File: src/rtl/copro_link_mailbox.sv
module copro_link_mailbox #(
  parameter int DIP_W     = 4,
  parameter int IO_AW     = 10,
  parameter int DW        = 8,
  parameter int BASE_STEP = 'h40,
  parameter int BASE_OFS  = 'h10,
  parameter int CP_AW     = 32,
  parameter logic [CP_AW-1:0] CP_BASE   = 32'h0040_0000,
  parameter logic [CP_AW-1:0] CP_MIRROR = 32'h003F_FFFC
) (
  input  logic             clk,
  input  logic             rst_n,
  input  logic [DIP_W-1:0] dip_sel,
  input  logic [IO_AW-1:0] isa_addr,
  input  logic             isa_aen,
  input  logic             isa_iow_n,
  input  logic             isa_ior_n,
  input  logic [DW-1:0]    isa_din,
  output logic [DW-1:0]    isa_dout,
  output logic             isa_drive,
  input  logic [CP_AW-1:0] cp_addr,
  input  logic             cp_wr,
  input  logic [DW-1:0]    cp_wdata,
  output logic [DW-1:0]    cp_rdata,
  output logic             cp_firq,
  output logic             cp_reset,
  output logic             cp_line0,
  output logic             cp_line1,
  output logic             cp_busy
);

  localparam int L0_BIT   = 0;
  localparam int RST_BIT  = 1;
  localparam int L1_BIT   = DW - 1;
  localparam int STAT_BIT = DW - 1;
  localparam logic [DW-1:0] ALL_ONES = {DW{1'b1}};

  logic [IO_AW-1:0] io_base;
  logic             io_match, port_ctl, port_stat;
  logic             iow_q, wr_evt, cp_hit;
  logic             line0_q, line1_q, rst_q, ret_q;
  logic             unused_bits;

  assign io_base   = IO_AW'(int'(dip_sel) * BASE_STEP + BASE_OFS);
  assign io_match  = !isa_aen && (isa_addr[IO_AW-1:1] == io_base[IO_AW-1:1]);
  assign port_ctl  = io_match && !isa_addr[0];
  assign port_stat = io_match &&  isa_addr[0];
  assign wr_evt    = port_ctl && isa_iow_n && !iow_q;
  assign cp_hit    = (cp_addr & ~CP_MIRROR) == CP_BASE;

  always_ff @(posedge clk) begin
    if (!rst_n) begin
      iow_q   <= 1'b1;
      line0_q <= 1'b0;
      line1_q <= 1'b0;
      rst_q   <= 1'b0;
      ret_q   <= 1'b0;
    end else begin
      iow_q <= isa_iow_n;
      if (wr_evt) begin
        line0_q <= isa_din[L0_BIT];
        line1_q <= isa_din[L1_BIT];
        rst_q   <= isa_din[RST_BIT];
      end
      if (cp_wr && cp_hit)
        ret_q <= cp_wdata[0];
    end
  end

  assign isa_drive = io_match && !isa_ior_n;

  always_comb begin
    isa_dout = '0;
    if (isa_drive) begin
      if (port_stat) isa_dout[STAT_BIT] = !ret_q;
      else           isa_dout = ALL_ONES;
    end
  end

  always_comb begin
    cp_rdata = '0;
    if (cp_hit) begin
      cp_rdata[0]    = line0_q;
      cp_rdata[DW-1] = line1_q;
    end
  end

  assign cp_line0 = line0_q;
  assign cp_line1 = line1_q;
  assign cp_reset = rst_q;
  assign cp_firq  = line1_q;
  assign cp_busy  = ret_q;

  assign unused_bits = ^{isa_din[DW-2:2], cp_wdata[DW-1:1]};

  AST_LINES_HOLD: assert property (@(posedge clk) disable iff (!rst_n)
    !wr_evt |=> $stable({cp_line0, cp_line1, cp_reset}));
  AST_CTL_LOAD: assert property (@(posedge clk) disable iff (!rst_n)
    wr_evt |=> (cp_line1 == $past(isa_din[L1_BIT])) && (cp_reset == $past(isa_din[RST_BIT])));
  AST_FIRQ_LINE: assert property (@(posedge clk) disable iff (!rst_n)
    cp_firq == cp_rdata[DW-1] || !cp_hit);
  AST_STAT_INV: assert property (@(posedge clk) disable iff (!rst_n)
    (isa_drive && isa_addr[0]) |-> (isa_dout[STAT_BIT] != cp_busy) && (isa_dout[STAT_BIT-1:0] == '0));
  AST_CP_ZERO_MID: assert property (@(posedge clk) disable iff (!rst_n)
    cp_rdata[DW-2:1] == '0);
  AST_RET_HOLD: assert property (@(posedge clk) disable iff (!rst_n)
    !(cp_wr && cp_hit) |=> $stable(cp_busy));
  AST_RET_LOAD: assert property (@(posedge clk) disable iff (!rst_n)
    (cp_wr && cp_hit) |=> cp_busy == $past(cp_wdata[0]));
  AST_HELD_STROBE: assert property (@(posedge clk) disable iff (!rst_n)
    (!isa_iow_n && $past(!isa_iow_n)) |=> $stable({cp_line0, cp_line1, cp_reset}));

endmodule

File: config.mk
export PLATFORM = sky130hd
export DESIGN_NAME = copro_link_mailbox
export DESIGN_NICKNAME = d
export VERILOG_FILES = /design/src/rtl/copro_link_mailbox.sv
export SDC_FILE = /design/constraint.sdc
export NUM_CORES = 1
export LEC_CHECK = 0
export ABC_CLOCK_PERIOD_IN_PS = 2200
export BUFFER_PORTS_ARGS = -buffer_cell sky130_fd_sc_hd__buf_2
export CORE_AREA = 2 2 46 48
export DETAILED_ROUTE_END_ITERATION = 10
export DIE_AREA = 0 0 48 50
export GPL_ROUTABILITY_DRIVEN = 0
export GPL_TIMING_DRIVEN = 0
export MAX_ROUTING_LAYER = met4
export PLACE_DENSITY = 0.75
export SLEW_MARGIN = 20
export SYNTH_ARGS = -nofsm -noshare
export SYNTH_HDL_FRONTEND = slang
export SYNTH_SLANG_ARGS = --single-unit
File: constraint.sdc
create_clock -name clk -period 2.2 [get_ports clk]
set_input_delay 0.44 -clock clk [delete_from_list [all_inputs] [get_ports clk]]
set_output_delay 0.44 -clock clk [all_outputs]
set_load 0.005 [all_outputs]
-- After elaboration in Yosys (flattened, before gate mapping)
Index checks and enable logic that the tools add are counted.
- logic and storage cells: 25
- register bits after elaboration: 5
- bits of input ports: 68
- output and inout bits: 22
- $add $sub $neg: 1
- mux-type cells: 5
- equality and inequality tests: 2
- reductions and logical operators: 12
- operators with widths (operator ; count):
    $eq A12 B3 Y1 const B ; 1
    $add A10 B5 Y10 const B ; 1
    $eq A9 B9 Y1 ; 1
    $mux W8 ; 1
    $logic_and A1 B1 Y1 ; 7
    $mux W7 ; 1
    $logic_not A1 Y1 ; 5
    $mux W1 ; 3

-- Longest topological paths before layout
Gate-level depths: netlist of the first run.
- depth after elaboration: 6
- depth in mapped cells: 5
- depth with buffers taken out: 4

-- Worst setup path after synthesis of the first run
Ideal clock, no wire load.
- kind: input to output
- start point: input port isa_addr[5]
- end point: output port isa_dout[1]
- setup slack: 0.053 ns
- data arrival time: 1.707 ns
- required time: 1.760 ns
- stages: 5
- buffers on the path: 1
- cell sequence: or4b_4 nor3_2 nand4b_1 nor2_1 buf_4
- word-level cells in the longest chain between the ends: 5
- elaborated cells between the ends (all ways): 6
- those cells by class: eq/ne: 1; mux: 2; reduce/logical: 3
- ends and longest elaborated chain (item ; RTL line ; source):
    start: declaration ; 14 ; input logic [IO_AW-1:0] isa_addr,
    $eq A9 B9 Y1 * ; 45 ; assign io_match = !isa_aen && (isa_addr[IO_AW-1:1] == io_base[IO_AW-1:1]);
    $logic_and A1 B1 Y1 * ; 45 ;
    $logic_and A1 B1 Y1 ; 47 ; assign port_stat = io_match && isa_addr[0];
    $mux W7 ; 75 ; if (port_stat) isa_dout[STAT_BIT] = !ret_q;
    $mux W8 * ; 74 ; if (isa_drive) begin
    end: declaration ; 19 ; output logic [DW-1:0] isa_dout,
Every way passes the cells marked *; elsewhere a longest branch is shown, timed or not.

-- Worst setup path in the final report of the first run
- start point: input port isa_addr[5]
- end point: output port isa_dout[7]
- word-level cells in the longest chain between the ends: 5
- elaborated cells between the ends (all ways): 6
- those cells by class: eq/ne: 1; mux: 2; reduce/logical: 3
- ends and longest elaborated chain (item ; RTL line):
    $eq A9 B9 Y1 * ; 45
    $logic_and A1 B1 Y1 * ; 45
    $logic_and A1 B1 Y1 ; 47
    $mux W1 ; 75
    $mux W8 * ; 74
Marked as above.

==> metrics.md, run 1 <==
| Metric | Value |
|---|---|
| Die Y | around 50 µm |
| Core ar. | 1900 µm² |
| Average wire per standard cell | 8.52 µm |
| Crit Reg-Reg Startpoint | iow_q |
| Max H-tree Level | 1 |
| Via density per instance | 3.94 |
| Die width | between 40 and 50 µm |
| Capture point of the worst path | isa_dout[7] |
| Final HPWL DP | 1090 µm |
| Fin Clk Skew | 0.000998 ns |
| Max-cap violations | 0 |
| Post-synth top area cell | buf_4 |
| Dominant cells by area after synthesis | buf_4, dfxtp_1, xor2_1 |
| Post-synth top area share | 23.9% |
| Initial antenna violation count | 0 |
| First-pass GRT wire length | 1850 µm |
| CTS tree | done |
| CTS Sinks | 5 |
| # diodes | 0 |
| Slowest CP cell | or4b_4 |
| Synthesis-stage register bit count | 5 |
| Total GRT Usage | 11.3% |
| Final Hold Vio Count | 0 |
| Worst vdd ir | between 0.15 and 0.2 mV |
| Crit path kind | input pin to output port |
| Hold buffers post-CTS | 0 |
| Outcome | finished, violations left |
| Crit. Startpoint | isa_addr[5] |
| Final worst path period share | 103% |
| Unrepaired setup endpoints after global routing | true |
| Logic gate share of total power | 23.6% |
| Worst hold path type | input pin to register |
| P per Cell Area | 320 nW/µm² |
| Reg clk slew, reported paths | around 0.040 ns |
| Crit-path max FO | 2 |
| Max Freq | 0.443 GHz |
| Top_reg_cell synth | dfxtp_1 |
| Die area | 2400 µm² |
| Min setup slack post-route | -0.0568 ns |
| Minimum clock period after layout | roughly 2.3 ns |
| Leakage | 0.455 nW |
| Pre-antenna DRT Iters | 2 |
| Initial core utilization | 23.1% |
| Worst Setup Start Kind | input pin |
| Residual DRC count | 0 |
| Initial DRC count | 5 |
| Reg2reg path depth | 4 |
| Io pins | 90 |
| Failing checks | negative setup slack |
| Clock Power Share | 40.3% |
| Int Power | 0.197 mW |
| Critical Path RT | between 1.5 and 2 ns |
| Final core occ | 42.0% |
| Final ANT Viol Nets | 0 |
| Largest net degree at the start of global routing | 10 |
| Drt total wl | 1230 µm |
| Port-buffer cells | 50 |
| Largest stage delay on the critical path | 0.53 ns |
| Crit-path cells | buf_6, or4b_4, nor3_4, nand4b_1, buf_4, a21oi_2, buf_2 |
| Reg2reg setup slack | approximately 1.1 ns |
| Proportion of layout cells with a drive suffix above 1 | 62.4% |
| Cell Count, Final, Fillers Out | 144 |
| Vias | 568 |
| Crit end category | output port |
| Post-synth top cells | buf_4, nand2_1, nor2_1, dfxtp_1, xor2_1 |
| Average size of a mapped cell | 7.70 µm² |
| EDFF count, synth | 0 |
| Clock Path Buffers | 2 |
| Area Overhead vs Synth | 82.1% |
| Ys async rst share | 0% |
| Cell with the most instances after synthesis | buf_4 |
| CTS Root Cell | clkbuf_4 |
| P_sw | 0.0586 mW |
| Sequential Power Share | between 30% and 40% |
| Gr ovfl total | 0 |
| Synth Cell Area | about 440 µm² |
| Slew Limit Fails | 0 |
| Worst Path Arrival | 1.82 ns |
| Total negative slack | -0.319 ns |
| Final setup violation count | 7 |
| Terminus of the critical flop-to-flop path | cp_firq |
| Yosys warns | 0 |
| Final Net Count | 186 |
| Skew-Pair Late Insertion Delay | around 0.23 ns |
| Cell count after placement | 139 |
| Vias in the first global route | slightly above 500 |
| Synth unique cells | 21 |
| FP Rows | 16 |
| Mapped Cells | 57 |
| Cts bufs inserted | 3 |
| Sequential share of the synthesized area | 22.8% |
| Sw frac | 22.9% |
[layout make-up]
class | count | area, µm²
flip-flops and latches | 5 | 100
fillers | 212 | 1100
well taps | 27 | 33.8
inverters | 3 | 11.3
repair buffers | 51 | 264
plain buffers | 15 | 109
multi-input cells | 39 | 255
clock buffers | 4 | 26.3
[layout by cell type, fill, tap and decap left out, types with 3 or more instances in the layout]
cell      netlist  final
buf_2           0     49
clkbuf_4        0      3
mux2i_1         3      3
nand2_1         7      7
dfxtp_1         5      5
nor2_1          6      5
xor2_1          4      4
buf_4          14     15
conb_1          1      6
[sequential cells by signal, indices dropped and copies added (netlist names)]
name / flops
cp_busy: 1
cp_firq: 1
cp_line0: 1
iow_q: 1
cp_reset: 1
[cells by family (layout without fill, tap and decap cells)]
kind of cell    after synthesis  in the layout  synth area share [%]
flops                         5              5                  22.8
other cells                   1              6                 0.854
simple gates                 24             24                  31.1
compound gates                2              2                  3.13
buf+inv                      18             73                  27.3
xor+xnor                      4              4                  7.98
mux                           3              3                  6.84
[critical path: cells and delay by family]
kind                   cells  cell delay, ns
buffers and inverters      3            0.42
AOI/OAI and AO/OA          1            0.11
and+or+nand+nor            3            0.85
[metrics by stage]
step	power [mW]	setup WS, ns	hold WS, ns	instance area [µm²]
finish	0.256	-0.0568	0.408	800
global route	0.276	-0.137	0.411	800
CTS	0.258	-0.0951	0.400	793
detailed placement	0.152	-0.236	0.459	742
global placement	0.150	-0.168	0.445	742
floorplan	0.118	0.0526	0.451	458
[worst min path at each step]
stage          endpoint       from  cells past startpoint
3_5_place_dp   cp_reset   cp_reset                      2
5_1_grt           iow_q  isa_iow_n                      2
4_1_cts           iow_q  isa_iow_n                      2
6_report          iow_q  isa_iow_n                      2
2_1_floorplan  cp_reset   cp_reset                      2
3_3_place_gp   cp_reset   cp_reset                      2
[repair_timing]
item                       CTS  global route
pin swaps                    2             2
resized for setup            4             2
buffers inserted             1             0
setup endpoints to repair    7             9
[power groups by stage]
stage,Sequential [mW],Clock [mW],Combinational [mW]
2_1_floorplan,0.0937,0,0.0244
3_3_place_gp,0.0938,0,0.0558
3_5_place_dp,0.0938,0,0.0577
4_1_cts,0.0921,0.106,0.0596
5_1_grt,0.0920,0.114,0.0695
6_report,0.0922,0.103,0.0605
[per-layer routing]
metal | routed length (µm) | track usage [%] | up-vias
li1 | - | - | 289
met1 | 401 | 9.03 | 239
met2 | 675 | 21.3 | 40
met3 | 151 | 4.40 | 0
met4 | 0 | 4.05 | 0
met5 | 0 | - | -
Note: power is estimated with default switching activity, not from simulation.
==> inputs of run 2 (changes only) <==
--- a/config.mk
+++ b/config.mk
@@ -5,7 +5,6 @@
 export SDC_FILE = /design/constraint.sdc
 export NUM_CORES = 1
 export LEC_CHECK = 0
-export ABC_CLOCK_PERIOD_IN_PS = 2200
 export BUFFER_PORTS_ARGS = -buffer_cell sky130_fd_sc_hd__buf_2
 export CORE_AREA = 2 2 46 48
 export DETAILED_ROUTE_END_ITERATION = 10
==> constraint.sdc (replaced) <==
create_clock -name clk -period 2.3 [get_ports clk]
set_input_delay 0.46 -clock clk [delete_from_list [all_inputs] [get_ports clk]]
set_output_delay 0.46 -clock clk [all_outputs]
set_load 0.005 [all_outputs]
==> run 2 against run 1 <==
The flow now finishes without violations. Total power shrank 4.4%. Combinational power shrank 4.3%. Worst hold slack gained 0.020 ns. Clock skew is the same. Final area is the same. Critical path depth is the same. Via count is the same. Clock power shrank 4%. Clock-buffer cell count is the same. Global-route usage shrank 0.071 points. Register-to-register slack gained 0.10 ns. Wire length is the same. Critical path type unchanged.
==> metrics.md, run 2 (synthesized netlist as in run 1, its figures left out) <==
| Metric | Value |
|---|---|
| Final HPWL DP | 1090 µm (unchanged) |
| Power, Total | 0.245 mW (-4.4%) |
| Unrepaired setup endpoints after global routing | true |
| Die Y | 50 µm (unchanged) |
| Final setup violation count | 0 (-7) |
| Largest net degree at the start of global routing | 10 (unchanged) |
| Cts bufs inserted | 3 (unchanged) |
| Vias | 568 (unchanged) |
| P per Cell Area | 306 nW/µm² (-4.4%) |
| CTS Root Cell | clkbuf_4 |
| Crit Reg-Reg Startpoint | iow_q |
| Fillers | 212 (unchanged) |
| Routed wl met3 | 151 µm (unchanged) |
| Via density per instance | 3.94 (unchanged) |
| Initial DRC count | 5 (unchanged) |
| Hold buffers post-CTS | 0 (unchanged) |
| Final Net Count | 186 (unchanged) |
| Slew Limit Fails | 0 (unchanged) |
| Area Overhead vs Synth | 82.1% (unchanged) |
| Core ar. | 1900 µm² (unchanged) |
| Residual DRC count | 0 (unchanged) |
| Worst Setup Start Kind | input pin |
| Initial antenna violation count | 0 (unchanged) |
| Crit-path max FO | 2 (unchanged) |
| Skew-Pair Late Insertion Delay | 0.23 ns (about the same) |
| Min-Delay Path Depth | 2 (unchanged) |
| Cell Area, Placed | 742 µm² (unchanged) |
| First-pass GRT wire length | 1840 µm (-0.76%) |
| Port-buffer cells | 50 (unchanged) |
| Fin Clk Skew | 0.000998 ns (unchanged) |
| Reg2reg setup slack | 1.21 ns (+0.10 ns) |
| Post-layout instance area | 800 µm² (unchanged) |
| Outcome | completed |
| Critical Path RT | 1.84 ns (+0.08 ns) |
| Final Hold Vio Count | 0 (unchanged) |
| Total GRT Usage | 11.2% (-0.071 points) |
| WP buf/inv | 3 (unchanged) |
| CTS tree | done |
| Crit end category | output port |
| Worst hold path type | input pin to register |
| Pre-antenna DRT Iters | 2 (unchanged) |
| Metal2 WL | 675 µm (unchanged) |
| Slowest CP cell | or4b_4 |
| Top Family by Delay on Critical Path | simple AND/OR/NAND/NOR gates |
| # diodes | 0 (unchanged) |
| Minimum clock period after layout | between 2 and 2.5 ns |
| Reg2reg path depth | 4 (unchanged) |
| Proportion of layout cells with a drive suffix above 1 | 61.5% (-0.85 points) |
| Gr ovfl total | 0 (unchanged) |
| CTS Sinks | 5 (unchanged) |
| Vias in the first global route | 503 (-0.40%) |
| Leakage | 0.458 nW (+0.55%) |
| Average wire per standard cell | 8.52 µm (unchanged) |
| Die width | 48 µm (unchanged) |
| Final ANT Viol Nets | 0 (unchanged) |
| Terminus of the critical flop-to-flop path | cp_firq |
| Worst Hold End | iow_q |
| Largest stage delay on the critical path | 0.53 ns (about the same) |
| Initial core utilization | 23.1% (unchanged) |
| Max Freq | 0.436 GHz |
| Worst Path Arrival | 1.83 ns (about the same) |
| Clock Path Buffers | 2 (unchanged) |
| FP Rows | 16 (unchanged) |
| Most common library cell in the layout ignoring fill and taps | buf_2 |
| Io pins | 90 (unchanged) |
| Max-cap violations | 0 (unchanged) |
| Hold wc startpoint | isa_iow_n |
| Reg clk slew, reported paths | 0.04 ns (about the same) |
| Final worst path period share | 99.7% |
| Crit-path cells | buf_6, or4b_4, nor3_4, nand4b_1, buf_4, a21oi_2, buf_2 |
| Max layer used | met3 |
| Metal-1 WL | 401 µm (unchanged) |
| Drt total wl | 1230 µm (unchanged) |
| Max H-tree Level | 1 (unchanged) |
| Worst vdd ir | 0.184 mV (-4.3%) |
| Leading cell types in the layout, fill and taps excluded | buf_2, buf_4, nand2_1, conb_1 |
| Crit path kind | input pin to output port |
| Die area | 2400 µm² (unchanged) |
==> run 2: cell counts in the layout (fill, tap and decap cells not counted) <==
No cell type changed its count.
==> run 2: area by class of cell <==
| class | instances | area [µm²] | area share [%] |
|---|---|---|---|
| flip-flops and latches | 5 | 100 | 12.5 |
| well taps | 27 | 33.8 | 4.23 |
| plain buffers | 15 | 109 | 13.6 |
| clock buffers | 4 | 26.3 | 3.29 |
| inverters | 3 | 11.3 | 1.41 |
| repair buffers | 51 | 264 | 33.0 |
| multi-input cells | 39 | 255 | 31.9 |
==> run 2: layer usage <==
metal	GRT usage, %	vias up
met4	4.05	0
met2	21.1	40
li1	-	289
met3	4.40	0
met5	-	-
met1	9.03	239
==> run 2: how the worst max path moves through the flow <==
stage	from	endpoint	slack, ns	depth (start not counted)
after global routing	isa_addr[5]	isa_dout[1]	-0.08	7
after CTS	isa_addr[5]	isa_dout[2]	-0.05	7
after floorplan	isa_addr[5]	isa_dout[1]	0.11	5
after detailed placement	isa_addr[5]	isa_dout[2]	-0.18	7
after global placement	isa_addr[5]	isa_dout[6]	-0.11	7
final	isa_addr[5]	isa_dout[7]	0.008	7
==> run 2: metrics by stage <==
step / TNS [ns] / instances / hold slack (ns) / utilization [%] / setup WS [ns]
floorplan: 0 / 62 / 0.451 / - / 0.113
global placement: -0.673 / 139 / 0.445 / 39.0 / -0.108
detailed placement: -1.10 / 139 / 0.459 / 39.0 / -0.176
CTS: -0.234 / 144 / 0.420 / 41.4 / -0.0461
global route: -0.504 / 144 / 0.431 / 42.0 / -0.0766
finish: 0 / 144 / 0.428 / 42.0 / 0.00757
==> run 2: power by group <==
group,switching (mW),internal (mW),leakage (nW),total [mW]
Combinational,0.0225,0.0354,0.402,0.0579
Clock,0.0333,0.0654,0.0150,0.0987
Sequential,0.000257,0.0879,0.0406,0.0882
==> run 2: repair_timing <==
action | CTS | global route
setup endpoints to repair | 7 | 8
endpoints found under the hold margin | 0 | 0
gates resized for setup | 3 | 2
buffers inserted | 1 | 0
pin swaps | 2 | 2
